[config.mk]
export PLATFORM = sky130hd
export DESIGN_NAME = pmcc_top
export DESIGN_NICKNAME = d
export VERILOG_FILES = /design/src/rtl/pmcc_pkg.sv /design/src/rtl/pmcc_rate_div.sv /design/src/rtl/pmcc_stab_timer.sv /design/src/rtl/pmcc_mode_fsm.sv /design/src/rtl/pmcc_top.sv
export SDC_FILE = /design/constraint.sdc
export NUM_CORES = 1
export LEC_CHECK = 0
export BUFFER_PORTS_ARGS = -buffer_cell sky130_fd_sc_hd__buf_2
export CAP_MARGIN = 10
export CORE_ASPECT_RATIO = 1.2
export CORE_UTILIZATION = 45
export CTS_CLUSTER_SIZE = 24
export DETAILED_ROUTE_END_ITERATION = 6
export GPL_TIMING_DRIVEN = 1
export SLEW_MARGIN = 20
export SYNTH_ARGS = -nofsm -noshare
export SYNTH_HDL_FRONTEND = slang
export SYNTH_SLANG_ARGS = --single-unit
[constraint.sdc]
create_clock -name clk_i -period 1.8 [get_ports clk_i]
set_clock_uncertainty 0.15 [all_clocks]
set_input_delay 0.18 -clock clk_i [delete_from_list [all_inputs] [get_ports clk_i]]
set_output_delay 0.18 -clock clk_i [all_outputs]
set_load 0.01 [all_outputs]
[src/rtl/pmcc_pkg.sv]
package pmcc_pkg;
   typedef enum logic [1:0] {
      PM_RUN  = 2'd0,
      PM_WAIT = 2'd1,
      PM_HALT = 2'd2,
      PM_STAB = 2'd3
   } pm_state_e;
endpackage

[src/rtl/pmcc_rate_div.sv]
module pmcc_rate_div #(
   parameter bit SLOW_SUPPORT = 1'b1
) (
   input  logic clk_i,
   input  logic rst_ni,
   input  logic clr_i,
   input  logic slow_i,
   output logic tick_o
);
   generate
      if (SLOW_SUPPORT) begin : g_half
         logic ph_q;
         always_ff @(posedge clk_i or negedge rst_ni) begin
            if (!rst_ni)     ph_q <= 1'b0;
            else if (clr_i)  ph_q <= 1'b0;
            else             ph_q <= ~ph_q;
         end
         assign tick_o = ~slow_i | ph_q;
      end else begin : g_full
         logic unused_in;
         assign unused_in = clr_i ^ slow_i ^ clk_i ^ rst_ni;
         assign tick_o    = 1'b1;
      end
   endgenerate
endmodule

[src/rtl/pmcc_stab_timer.sv]
module pmcc_stab_timer #(
   parameter int HALT_DELAY = 4096
) (
   input  logic clk_i,
   input  logic rst_ni,
   input  logic start_i,
   input  logic run_i,
   output logic done_o
);
   localparam int CW = (HALT_DELAY > 2) ? $clog2(HALT_DELAY) : 1;
   localparam logic [CW-1:0] LAST = CW'(HALT_DELAY - 1);

   generate
      if (HALT_DELAY < 2) begin : g_bad_delay
         $fatal(1, "pmcc_stab_timer: HALT_DELAY must be at least 2");
      end
   endgenerate

   logic [CW-1:0] cnt_q;

   always_ff @(posedge clk_i or negedge rst_ni) begin
      if (!rst_ni)       cnt_q <= '0;
      else if (start_i)  cnt_q <= '0;
      else if (run_i)    cnt_q <= cnt_q + 1'b1;
   end

   assign done_o = run_i && (cnt_q == LAST);
endmodule

[src/rtl/pmcc_mode_fsm.sv]
module pmcc_mode_fsm
   import pmcc_pkg::*;
(
   input  logic clk_i,
   input  logic rst_ni,
   input  logic wfi_i,
   input  logic halt_i,
   input  logic ext_irq_i,
   input  logic int_irq_i,
   input  logic sys_reset_i,
   input  logic tick_i,
   input  logic timer_done_i,
   output logic timer_start_o,
   output logic timer_run_o,
   output logic cpu_clk_en_o,
   output logic per_clk_en_o,
   output logic osc_en_o,
   output logic imask_clr_o,
   output logic resume_o,
   output logic resume_reset_o
);
   pm_state_e st_q, st_d;
   logic      rflag_q, rflag_d;
   logic      back_to_run, cause_reset;

   always_comb begin
      st_d = st_q;
      unique case (st_q)
         PM_RUN: begin
            if (sys_reset_i)   st_d = PM_RUN;
            else if (halt_i)   st_d = PM_HALT;
            else if (wfi_i)    st_d = PM_WAIT;
         end
         PM_WAIT: if (sys_reset_i || ext_irq_i || int_irq_i) st_d = PM_RUN;
         PM_HALT: if (sys_reset_i || ext_irq_i)              st_d = PM_STAB;
         PM_STAB: if (timer_done_i)                          st_d = PM_RUN;
         default: st_d = PM_RUN;
      endcase
   end

   always_comb begin
      unique case (st_q)
         PM_HALT: rflag_d = sys_reset_i;
         PM_STAB: rflag_d = rflag_q | sys_reset_i;
         default: rflag_d = 1'b0;
      endcase
   end

   assign back_to_run   = (st_q != PM_RUN) && (st_d == PM_RUN);
   assign cause_reset   = (st_q == PM_WAIT) ? sys_reset_i : (rflag_q | sys_reset_i);
   assign timer_start_o = (st_q == PM_HALT) && (st_d == PM_STAB);
   assign timer_run_o   = (st_q == PM_STAB);

   always_ff @(posedge clk_i or negedge rst_ni) begin
      if (!rst_ni) begin
         st_q           <= PM_RUN;
         rflag_q        <= 1'b0;
         cpu_clk_en_o   <= 1'b1;
         per_clk_en_o   <= 1'b1;
         osc_en_o       <= 1'b1;
         imask_clr_o    <= 1'b0;
         resume_o       <= 1'b0;
         resume_reset_o <= 1'b0;
      end else begin
         st_q           <= st_d;
         rflag_q        <= rflag_d;
         cpu_clk_en_o   <= (st_d == PM_RUN) && tick_i;
         per_clk_en_o   <= ((st_d == PM_RUN) || (st_d == PM_WAIT)) && tick_i;
         osc_en_o       <= (st_d != PM_HALT);
         imask_clr_o    <= (st_d != PM_RUN);
         resume_o       <= back_to_run;
         resume_reset_o <= back_to_run && cause_reset;
      end
   end
endmodule

[src/rtl/pmcc_top.sv]
module pmcc_top #(
   parameter int HALT_DELAY   = 4096,
   parameter bit SLOW_SUPPORT = 1'b1
) (
   input  logic clk_i,
   input  logic rst_ni,
   input  logic slow_sel_i,
   input  logic wfi_i,
   input  logic halt_i,
   input  logic ext_irq_i,
   input  logic int_irq_i,
   input  logic sys_reset_i,
   output logic cpu_clk_en_o,
   output logic per_clk_en_o,
   output logic osc_en_o,
   output logic imask_clr_o,
   output logic resume_o,
   output logic resume_reset_o
);
   logic slow_eff, tick, t_start, t_run, t_done;

   assign slow_eff = slow_sel_i & ~sys_reset_i;

   pmcc_rate_div #(.SLOW_SUPPORT(SLOW_SUPPORT)) u_div (
      .clk_i  (clk_i),
      .rst_ni (rst_ni),
      .clr_i  (sys_reset_i),
      .slow_i (slow_eff),
      .tick_o (tick)
   );

   pmcc_stab_timer #(.HALT_DELAY(HALT_DELAY)) u_timer (
      .clk_i   (clk_i),
      .rst_ni  (rst_ni),
      .start_i (t_start),
      .run_i   (t_run),
      .done_o  (t_done)
   );

   pmcc_mode_fsm u_fsm (
      .clk_i          (clk_i),
      .rst_ni         (rst_ni),
      .wfi_i          (wfi_i),
      .halt_i         (halt_i),
      .ext_irq_i      (ext_irq_i),
      .int_irq_i      (int_irq_i),
      .sys_reset_i    (sys_reset_i),
      .tick_i         (tick),
      .timer_done_i   (t_done),
      .timer_start_o  (t_start),
      .timer_run_o    (t_run),
      .cpu_clk_en_o   (cpu_clk_en_o),
      .per_clk_en_o   (per_clk_en_o),
      .osc_en_o       (osc_en_o),
      .imask_clr_o    (imask_clr_o),
      .resume_o       (resume_o),
      .resume_reset_o (resume_reset_o)
   );
endmodule

* Yosys cells after proc, flatten, opt, wreduce, memory -nomap -nowiden
Cells that the tools add are included.
** Word-level totals
- Bits in registers :: 22
- Logic and storage cells :: 50
** Cells by class
- $add $sub $neg :: 1
- Eq/ne operators :: 7
- Multiplexer cells :: 12
- Bitwise logic cells :: 6
- Reduce and logical (&&, ||, !) cells :: 14
** Operators by type and width (count)
- $mux W12 :: 2
- $add A12 B1 Y12 const B :: 1
- $eq A12 B12 Y1 const B :: 1
- $mux W2 :: 6
- $pmux W2 S4 :: 1
- $eq A2 B2 Y1 const B :: 3
- $logic_and A1 B1 Y1 :: 6
- $reduce_bool A2 Y1 :: 3
- $eq A2 B1 Y1 const B :: 2
- $logic_not A2 Y1 :: 2
- $logic_or A1 B1 Y1 :: 3
- $not A1 Y1 :: 3
- $mux W1 :: 2
- $ne A2 B2 Y1 const B :: 1
- $or A1 B1 Y1 :: 2
- $pmux W1 S2 :: 1
- $and A1 B1 Y1 :: 1

* Longest topological paths before layout
Gate-level depths: netlist of run 1.
- Word-level depth :: 7
- Gate-level depth with buffers :: 6
- Gate-level depth less buffers :: 5

* By module
From an unflattened synthesis of run 1, not the netlist that was laid out.
** Unflattened totals
- Cells, all modules :: 99
- Area, all modules :: 1034.7 µm²
** Modules (own cells, without submodules)
- pmcc_stab_timer :: instances 1, cells each 60, area each 604.3 µm²
- pmcc_mode_fsm :: instances 1, cells each 35, area each 381.6 µm²
- pmcc_rate_div :: instances 1, cells each 3, area each 35.0 µm²
- pmcc_top :: instances 1, cells each 1, area each 13.8 µm²

* Least setup slack after synthesis of run 1
Ideal clock, no wire load.
- Path kind :: register to register
- Start point :: register u_timer.cnt_q[0]
- End point :: register u_fsm.imask_clr_o
- Setup time :: 0.124 ns
- Arrival :: 1.419 ns
- Required time :: 1.526 ns
- Setup slack :: 0.106 ns
- Cell stages (with the launch flop) :: 6
- Buffers on the path :: 0
- Period minus slack after synthesis :: 1.694 ns
- Cell sequence :: dfrtp_1 -> ha_1 -> nand3_2 -> o41ai_2 -> o21ai_2 -> or2_1
** Between the ends
- Word-level cells in the longest chain between the ends :: 5
** RTL lines
- start: declaration :: RTL line pmcc_stab_timer.sv:19 : logic [CW-1:0] cnt_q;
- start signal: assignment :: RTL line pmcc_stab_timer.sv:24 : else if (run_i) cnt_q <= cnt_q + 1'b1;
- $eq A12 B12 Y1 :: RTL line pmcc_stab_timer.sv:27 : assign done_o = run_i && (cnt_q == LAST);
- $logic_and A1 B1 Y1 :: RTL line pmcc_stab_timer.sv:27
- $mux W2 :: RTL line pmcc_mode_fsm.sv:36 : PM_STAB: if (timer_done_i) st_d = PM_RUN;
- $pmux W2 S4 :: RTL line pmcc_mode_fsm.sv:28 : unique case (st_q)
- net u_fsm.st_d[1] :: RTL line pmcc_mode_fsm.sv:22 : pm_state_e st_q, st_d;
- $reduce_bool A2 Y1 :: RTL line pmcc_mode_fsm.sv:70 : imask_clr_o <= (st_d != PM_RUN);
- end signal: assignment :: RTL line pmcc_mode_fsm.sv:70
- end: declaration :: RTL line pmcc_mode_fsm.sv:18 : output logic imask_clr_o,
The timed path passes the listed nets, and every way through them passes these cells.
A chain may end at the register's enable or synchronous reset.

* Final worst setup path of run 1
- Start point :: register u_timer.cnt_q[8]
- End point :: register u_fsm.imask_clr_o
Same word-level chain as after synthesis.

==> out/qor.tcl, run 1 <==
set qor(core-area_mm2) 0.00212
set qor(worst_r2r_path_depth) 4
set qor(grtUsageMet2) 0.354
set qor(area.growth.synth_to_final_pct) 20.2
set qor(clk_transition_reported_paths_ps) 120
set qor(postRouteWirelength_um) 2060
set qor(groute.layer.met3.usage) 0.0231
set qor(number_of_buffers_added_on_ports) 13
set qor(cts.root.buffer_cell) {clkbuf_4}
set qor(grt_max_degree) 23
set qor(critical_path.startpoint_type) {flop}
set qor(die_area_mm2) 0.00253
set qor(die_height_um) 54.9
set qor(routed-via-count) 841
set qor(netlist_area_mm2) 0.00105
set qor(final_critical_path_setup_slack_ps) 110
set qor(synth_fp_nets) 117
set qor(syn-mean-instance-area_um2) 9.71
set qor(hold_path.startpoint) {halt_i}
set qor(worst_setup_path_startpoint) {u_timer.cnt_q[8]}
set qor(met1_usage) 0.212
set qor(insertedDiodeCount) 0
set qor(worst_ir_drop_on_vdd_mv) 0.710
set qor(ant_nets) 0
set qor(r2r-end) {u_fsm.imask_clr_o}
set qor(drt_iter0_drc) 10
set qor(clock_insertion_delay_worst_skew_ps) 300
set qor(top_level_ports) 14
set qor(pwr_density_cell_mw_per_mm2) 1140
set qor(reg2reg_from) {u_timer.cnt_q[8]}
set qor(gpl.final_weighted_congestion) 0.819
set qor(async_reset_ff_frac) 1.00
set qor(slew_headroom) 0.683
set qor(die_width_um) 46.1
set qor(avgRoutedWirePerCell_um) 12.9
set qor(synth_cells) 108
set qor(report.final.hold_viol_count) 0
set qor(crit_path_end_kind) {flop}
set qor(power.static_leakage_uw) 0.000563
set qor(final.period_utilization) 0.939
set qor(maxCapViolations) 0
set qor(floorplan.rows) 18
set qor(final.min_clock_period_ps) 1690
set qor(routed_via_density) 5.26
set qor(layout_common_cells) {18 x dfrtp_1, 16 x o21ai_0, 13 x buf_2}
set qor(worstHoldEndpoint) {u_fsm.st_q[1]}
set qor(drc_markers) 0
set qor(grt_pass1_vias) 824
set qor(cp_data_arrival_time_ps) 1740
set qor(edff_count_synth) 0
set qor(hold_path_class) {input pin to flop}
set qor(wire_length_of_the_first_global_routing_pass_um) 3420
set qor(p_total_uw) 1440
set qor(pre_cts_slack_ps) 33.3
set qor(post_route_cells_drive_above_1_share) 0.277
set qor(synth.ff_latch_count) 22
set qor(tightest_slew_ps) 475
set qor(n_fill_cell) 202
set qor(synth.lib_cells_used.distinct) 33
set qor(track_usage) 0.189
set qor(starting_utilization_of_the_core_area) 0.495
set qor(numCtsBuffers) 3
set qor(setup_viol_count_final) 0
set qor(finalInstanceArea_mm2) 0.00126
set qor(cts.path.max_buffers) 2
set qor(grt_overflow) 0
set qor(status) {finished, final reports clean}
set qor(synthesis.yosys.warnings) 0
set qor(mostFrequentLayoutCell) {dfrtp_1}
set qor(synth_sequential_area_ratio) 0.529
set qor(synth-main-ff-cell) {dfrtp_1}
set qor(maxClockFrequency_ghz) 0.592
set qor(min_delay_path_depth) 3
set qor(clock_tree_from_tritoncts) {built}
set qor(utilization) 0.595
set qor(antenna_found_initial) 0
set qor(critical_path_class) {flop to flop}
set qor(r2r_slack_ps) 110
set qor(critPathRequiredTime_ps) 1850
set qor(htreeDepth) 1
set qor(clock_sinks) 22
set qor(dr.pass1.iters) 4
set qor(nets) 140
set qor(timing.critical_path.fanout_max) 5
set qor(slew_viol_final) 0
set qor(detailedPlacementHpwl_um) 1490
set qor(dpl-instance-area_mm2) 0.00117
set qor(grt_most_used_layer) {met2}
[worst max path at each step]
stage,to,cells past startpoint
after floorplan,u_fsm.imask_clr_o,5
after global placement,u_fsm.imask_clr_o,5
after detailed placement,u_fsm.imask_clr_o,5
after CTS,u_fsm.imask_clr_o,5
after global routing,u_fsm.imask_clr_o,5
final,u_fsm.imask_clr_o,4
[synthesized netlist by cell type (all sizes together), types with 2 or more instances]
cell	count	area, um2
dfrtp	19	475
and3	5	31.3
nand3	3	25.0
buf	3	17.5
nor2	8	30.0
clkbuf	3	11.3
or2	2	12.5
nand2	10	40.0
a31oi	5	31.3
dfstp	3	78.8
o31ai	4	30.0
and2	2	12.5
nand4	4	25.0
a21oi	3	15.0
or3	2	12.5
inv	3	11.3
o21ai	18	93.8
[metal layers]
layer | up-vias | wire [um]
met2 | 7 | 1070
met4 | 0 | 14
met5 | - | 0
li1 | 437 | -
met1 | 395 | 933
met3 | 2 | 39
[kinds of logic (layout without fill, tap and decap cells)]
kind of cell	after synthesis	in the layout	share of synthesized area
AOI/OAI and AO/OA	36	36	0.216
adders and majority gates	1	1	0.0119
DFF	22	22	0.529
and+or+nand+nor	39	39	0.197
buffers and inverters	9	31	0.0382
xor gates and xnor gates	1	1	0.00835
[stage by stage]
step	instances	TNS, ps	hold slack, ps
after CTS	159	0	107
after global placement	152	0	19.3
after floorplan	108	0	-266
final	160	0	105
after detailed placement	152	0	22.0
after global routing	160	-3.73	135
[report_power, final]
part           switching [uW]  internal (uW)
Clock                     142           86.2
Combinational             297            249
Sequential               70.8            592
[area by class of cell]
cell class / count / area, um2 / area share
timing repair buffer: 24 / 155 / 0.123
tap: 30 / 37.5 / 0.0298
inverter: 3 / 11.3 / 0.00894
multi-input combinational: 77 / 474 / 0.376
sequential: 22 / 556 / 0.441
clock buffer: 4 / 26.3 / 0.0209
[timing repair]
action | in CTS | in global routing
resized for setup | 0 | 5
buffers inserted | 0 | 1
hold buffers | 3 | 0
endpoints found under the hold margin | 22 | 0
setup endpoints to repair | 0 | 2
[state kept, by name (all words and copies together), names as in the netlist]
register              count
u_timer.cnt_q            12
u_fsm.st_q                2
u_div.g_half.ph_q         1
u_fsm.cpu_clk_en_o        1
u_fsm.imask_clr_o         1
u_fsm.osc_en_o            1
u_fsm.per_clk_en_o        1
u_fsm.resume_o            1
u_fsm.resume_reset_o      1
u_fsm.rflag_q             1
[critical path, stage by stage (launching register included)]
cell and delay (ps):
dfrtp_1 430, nand4_1 250, o41ai_4 420, o21ai_2 130, or2_1 220
(Power assumes the default switching activity.)
==> run 2: changes to the inputs <==
CORE_UTILIZATION = 25   (was 45)
==> run 2 against run 1 <==
Effect of this change:
- worst hold slack worse by 97 ps
- power increased by 19%
- via count increased by 5.0%
- cell area is 4.8% higher
- cell count is 13% higher
- first-iteration DRC count increased to 2.9 times the previous value
- combinational power rose by 2%
- global-route usage fell by 7.6 points
- critical path depth up 1
- critical path type unchanged
==> out/qor.tcl, run 2 (synthesis results as in run 1) <==
set qor(status) {finished, final reports clean}
set qor(layout_common_cells) {17 x o21ai_0, 17 x dfrtp_1, 13 x buf_2}
set qor(setup_viol_count_final) 0
set qor(crit_family) {compound AO/OA/AOI/OAI gates}
set qor(dr.pass1.iters) 3
set qor(worst_ir_drop_on_vdd_mv) 0.596
set qor(final_critical_path_setup_slack_ps) 93.8
set qor(antenna_found_initial) 0
set qor(starting_utilization_of_the_core_area) 0.264
set qor(clock_tree_from_tritoncts) {built}
set qor(core-area_mm2) 0.00397
set qor(avgRoutedWirePerCell_um) 12.5
set qor(critPathRequiredTime_ps) 1800
set qor(clock_sinks) 22
set qor(timing.critical_path.fanout_max) 5
set qor(pwr_density_cell_mw_per_mm2) 1300
set qor(report.final.hold_viol_count) 0
set qor(grt_overflow) 0
set qor(cts.root.buffer_cell) {clkbuf_8}
set qor(worstPathBufferInverterCount) 0
set qor(timing.critical_path.cells) {ha_4 > nand3_4 > o41ai_4 > o21ai_2 > or2_1}
set qor(gpl.final_weighted_congestion) 0.761
set qor(area.growth.synth_to_final_pct) 25.9
set qor(top_register) {u_timer.cnt_q}
set qor(final.setup.tns_ps) 0
set qor(slew_headroom) 0.676
set qor(detailedPlacementHpwl_um) 1660
set qor(die_height_um) 72.9
set qor(critical_path.slowest_cell) {dfrtp_2}
set qor(tightest_slew_ps) 485
set qor(crit_path_end_kind) {flop}
set qor(n_fill_cell) 431
set qor(grt_max_degree) 23
set qor(r2r_slack_ps) 90
set qor(maxCapViolations) 0
set qor(hold_path_class) {input pin to flop}
set qor(top_level_ports) 14
set qor(cp_data_arrival_time_ps) 1710
set qor(clk_transition_reported_paths_ps) 80
set qor(power.static_leakage_uw) 0.000571
set qor(routed-via-count) 883
set qor(die_width_um) 61.1
set qor(cts.path.max_buffers) 2
set qor(floorplan.rows) 25
set qor(post_route_cells_drive_above_1_share) 0.283
set qor(track_usage) 0.113
set qor(finalInstanceArea_mm2) 0.00132
set qor(final.period_utilization) 0.948
set qor(dpl-instance-area_mm2) 0.00119
set qor(critical_path.startpoint_type) {flop}
set qor(utilization) 0.332
set qor(wire_length_of_the_first_global_routing_pass_um) 3810
set qor(largest_register_ff_count) 12
set qor(pre_cts_slack_ps) 22.5
set qor(final.min_clock_period_ps) 1710
set qor(ant_nets) 0
set qor(slew_viol_final) 0
set qor(numCtsBuffers) 3
set qor(p_total_uw) 1710
set qor(htreeDepth) 1
set qor(routed_via_density) 4.88
set qor(grt_pass1_vias) 882
set qor(reg.largest.list) {u_timer.cnt_q x12, u_fsm.st_q x2}
set qor(die_area_mm2) 0.00446
set qor(nets) 137
set qor(insertedDiodeCount) 0
set qor(maxClockFrequency_ghz) 0.586
set qor(grt_setup_unrepaired) {no}
set qor(drt_iter0_drc) 29
set qor(clock_insertion_delay_worst_skew_ps) 260
set qor(slowest_delay_ps) 420
set qor(drc_markers) 0
set qor(critical_path_class) {flop to flop}
set qor(postRouteWirelength_um) 2260
set qor(number_of_buffers_added_on_ports) 13
[run 2: cell count changes in the layout (fill, tap and decap cells not counted), sizes merged]
cell and change:
dlygate4sd3 -2, bufinv +1, clkbuf -1, buf -1
[run 2: power breakdown]
part	internal, uW	total (uW)	switching [uW]	leakage (uW)
registers	596	697	101	0.000264
logic	257	558	301	0.000271
clock network	297	457	160	0.0000357
[run 2: tightest hold or removal path: cells and delay by family]
kind	cells	cell delay, ps
simple gates	2	180
buf+inv	1	70
[run 2: repair_timing]
action                                  CTS  global route
buffers inserted                          0             2
hold buffers                              1             0
endpoints found under the setup margin    0             5
resized for setup                         0             6
hold endpoints to repair                 19             0
[run 2: final timing paths]
path / from / end / depth (start not counted)
hold / removal: slow_sel_i / u_fsm.per_clk_en_o / 3
setup reg to reg: u_timer.cnt_q[0] / u_fsm.imask_clr_o / 5
min in group asynchronous: rst_ni / u_fsm.st_q[1] / 2
max in group asynchronous: rst_ni / u_timer.cnt_q[3] / 2
hold reg to reg: u_div.g_half.ph_q / u_div.g_half.ph_q / 1
setup / recovery: u_timer.cnt_q[0] / u_fsm.imask_clr_o / 5
[run 2: layout make-up]
class | count | area [um2] | share of cell area
clock inverters | 1 | 30.0 | 0.0227
multi-input cells | 77 | 485 | 0.368
flip-flops and latches | 22 | 557 | 0.422
inverters | 3 | 11.3 | 0.00853
clock buffers | 3 | 41.3 | 0.0313
well taps | 54 | 67.6 | 0.0512
repair buffers | 21 | 128 | 0.0967
[run 2: metrics by stage]
| step | hold slack, ps | instances |
|---|---|---|
| after global routing | 12.7 | 181 |
| after detailed placement | 28.4 | 174 |
| after global placement | 13.2 | 174 |
| after CTS | 9.66 | 179 |
| final | 8.10 | 181 |
| after floorplan | -266 | 108 |
[run 2: per-layer routing]
| layer | vias up | routed length (um) | track usage |
|---|---|---|---|
| li1 | 432 | - | - |
| met1 | 434 | 931 | 0.134 |
| met2 | 14 | 1250 | 0.203 |
| met3 | 3 | 57 | 0.0177 |
| met4 | 0 | 24 | 0.0379 |
| met5 | - | 0 | 0 |
==> run 3: changes to the inputs <==
BUFFER_PORTS_ARGS = not set   (was -buffer_cell sky130_fd_sc_hd__buf_2)
DONT_BUFFER_PORTS = 1   (was not set)
==> run 3 against run 2 <==
Effect of this change:
- first-iteration DRC count down 3.4%
- register-to-register slack got worse by 20 ps
- sequential share of layout area is 1.9 points higher
==> out/qor.tcl, run 3 (synthesis results as in run 1) <==
set qor(status) {finished, final reports clean}
set qor(maxClockFrequency_ghz) 0.580
set qor(numCtsBuffers) 3
set qor(number_of_buffers_added_on_ports) 0
set qor(core-area_mm2) 0.00397
set qor(largest_register_ff_count) 12
set qor(final.period_utilization) 0.958
set qor(swShare) 0.349
set qor(slew_headroom) 0.666
set qor(worst_setup_path_startpoint) {u_timer.cnt_q[7]}
set qor(final.min_clock_period_ps) 1720
set qor(crit_path_end_kind) {flop}
set qor(hold_path_class) {input pin to flop}
set qor(die_height_um) 72.9
set qor(sequentialPowerShare) 0.454
set qor(grt_pass1_vias) 824
set qor(pwr_density_cell_mw_per_mm2) 1190
set qor(slew_viol_final) 0
set qor(timing.critical_path.fanout_max) 7
set qor(wire_length_of_the_first_global_routing_pass_um) 3660
set qor(nets) 129
set qor(maxCapViolations) 0
set qor(grt_overflow) 0
set qor(dr.pass1.iters) 4
set qor(floorplan.rows) 25
set qor(gpl.final_weighted_congestion) 0.762
set qor(setup_viol_count_final) 0
set qor(routed-via-count) 844
set qor(intPower_uw) 976
set qor(clock_insertion_delay_worst_skew_ps) 260
set qor(area.growth.synth_to_final_pct) 20.3
set qor(starting_utilization_of_the_core_area) 0.264
set qor(cts.path.max_buffers) 2
set qor(power.clock.fraction) 0.206
set qor(die_width_um) 61.1
set qor(critical_path_class) {flop to flop}
set qor(reg2reg_from) {u_timer.cnt_q[7]}
set qor(layout_common_cells) {18 x dfrtp_1, 17 x o21ai_0, 9 x nand2_1, 9 x buf_4, 8 x nor2_1}
set qor(antenna_found_initial) 0
set qor(post_route_cells_drive_above_1_share) 0.218
set qor(dpl-instance-area_mm2) 0.00112
set qor(cts.root.buffer_cell) {clkbuf_8}
set qor(top_register) {u_timer.cnt_q}
set qor(reg.largest.list) {u_timer.cnt_q x12, u_fsm.st_q x2}
set qor(pwr-share-comb) 0.340
set qor(tightest_slew_ps) 500
set qor(postRouteWirelength_um) 2180
set qor(worst_ir_drop_on_vdd_mv) 0.737
set qor(die_area_mm2) 0.00446
set qor(clock_sinks) 22
set qor(insertedDiodeCount) 0
set qor(routed_via_density) 4.88
set qor(total_switching_power_uw) 524
set qor(clk_transition_reported_paths_ps) 80
set qor(final.setup.tns_ps) 0
set qor(htreeDepth) 1
set qor(hold_path.startpoint) {int_irq_i}
set qor(power.static_leakage_uw) 0.000523
set qor(detailedPlacementHpwl_um) 1550
set qor(critical_path.startpoint_type) {flop}
set qor(critPathRequiredTime_ps) 1800
set qor(clock_tree_from_tritoncts) {built}
set qor(drt_iter0_drc) 28
set qor(mostFrequentLayoutCell) {dfrtp_1}
set qor(avgRoutedWirePerCell_um) 12.6
set qor(drc_markers) 0
set qor(top_level_ports) 14
set qor(cp_data_arrival_time_ps) 1720
set qor(grt_max_degree) 23
set qor(finalInstanceArea_mm2) 0.00126
set qor(utilization) 0.317
set qor(ant_nets) 0
set qor(track_usage) 0.109
set qor(report.final.hold_viol_count) 0
-- run 3: critical path, cell delays in order, from the launching register on --
cell	delay (ps)
dfrtp_2	410
nand4_1	250
o41ai_4	430
o21ai_2	150
or2_1	220
-- run 3: worst paths after layout --
check                                     to  slack [ps]  cells past startpoint
setup / recovery           u_fsm.imask_clr_o          80                      4
min in group asynchronous  u_div.g_half.ph_q         260                      2
hold reg to reg            u_div.g_half.ph_q         280                      1
max in group asynchronous   u_timer.cnt_q[7]         870                      2
hold / removal                u_fsm.resume_o         100                      3
setup reg to reg           u_fsm.imask_clr_o          80                      4
-- run 3: final cells by class --
class | count | area [um2]
inverter | 3 | 11.3
multi-input combinational | 77 | 479
fill | 419 | 2710
sequential | 22 | 556
tap | 54 | 67.6
timing repair buffer | 13 | 103
clock buffer | 4 | 45.0
-- run 3: power groups by stage --
stage                     registers [uW]  clock network [uW]  logic [uW]
after floorplan                      668                   0         344
after global placement               693                   0         420
after detailed placement             700                   0         432
after CTS                            692                 320         457
after global routing                 693                 341         575
final                                681                 310         510
-- run 3: metal layers --
| layer | GRT usage | wire [um] | up-vias |
|---|---|---|---|
| met5 | 0 | 0 | - |
| met4 | 0.0303 | 14 | 0 |
| met2 | 0.186 | 1180 | 13 |
| met3 | 0.0248 | 60 | 2 |
| li1 | - | - | 413 |
| met1 | 0.135 | 928 | 416 |
-- run 3: what timing repair did --
item | in CTS | in global routing
pin swaps | 0 | 2
hold endpoints to repair | 27 | 19
hold buffers | 3 | 1
setup endpoints to repair | 1 | 2
resized for setup | 3 | 2
setup buffers | 0 | 4
-- run 3: through the flow --
step                      total power, uW  setup WS, ps  hold WS, ps  cells
final                                1500          76.1         96.4    173
after global routing                 1610         -4.82          113    173
after CTS                            1470          20.2         51.4    168
after detailed placement             1130          4.51         -265    161
after global placement               1110          71.4         -265    161
after floorplan                      1010           106         -266    108
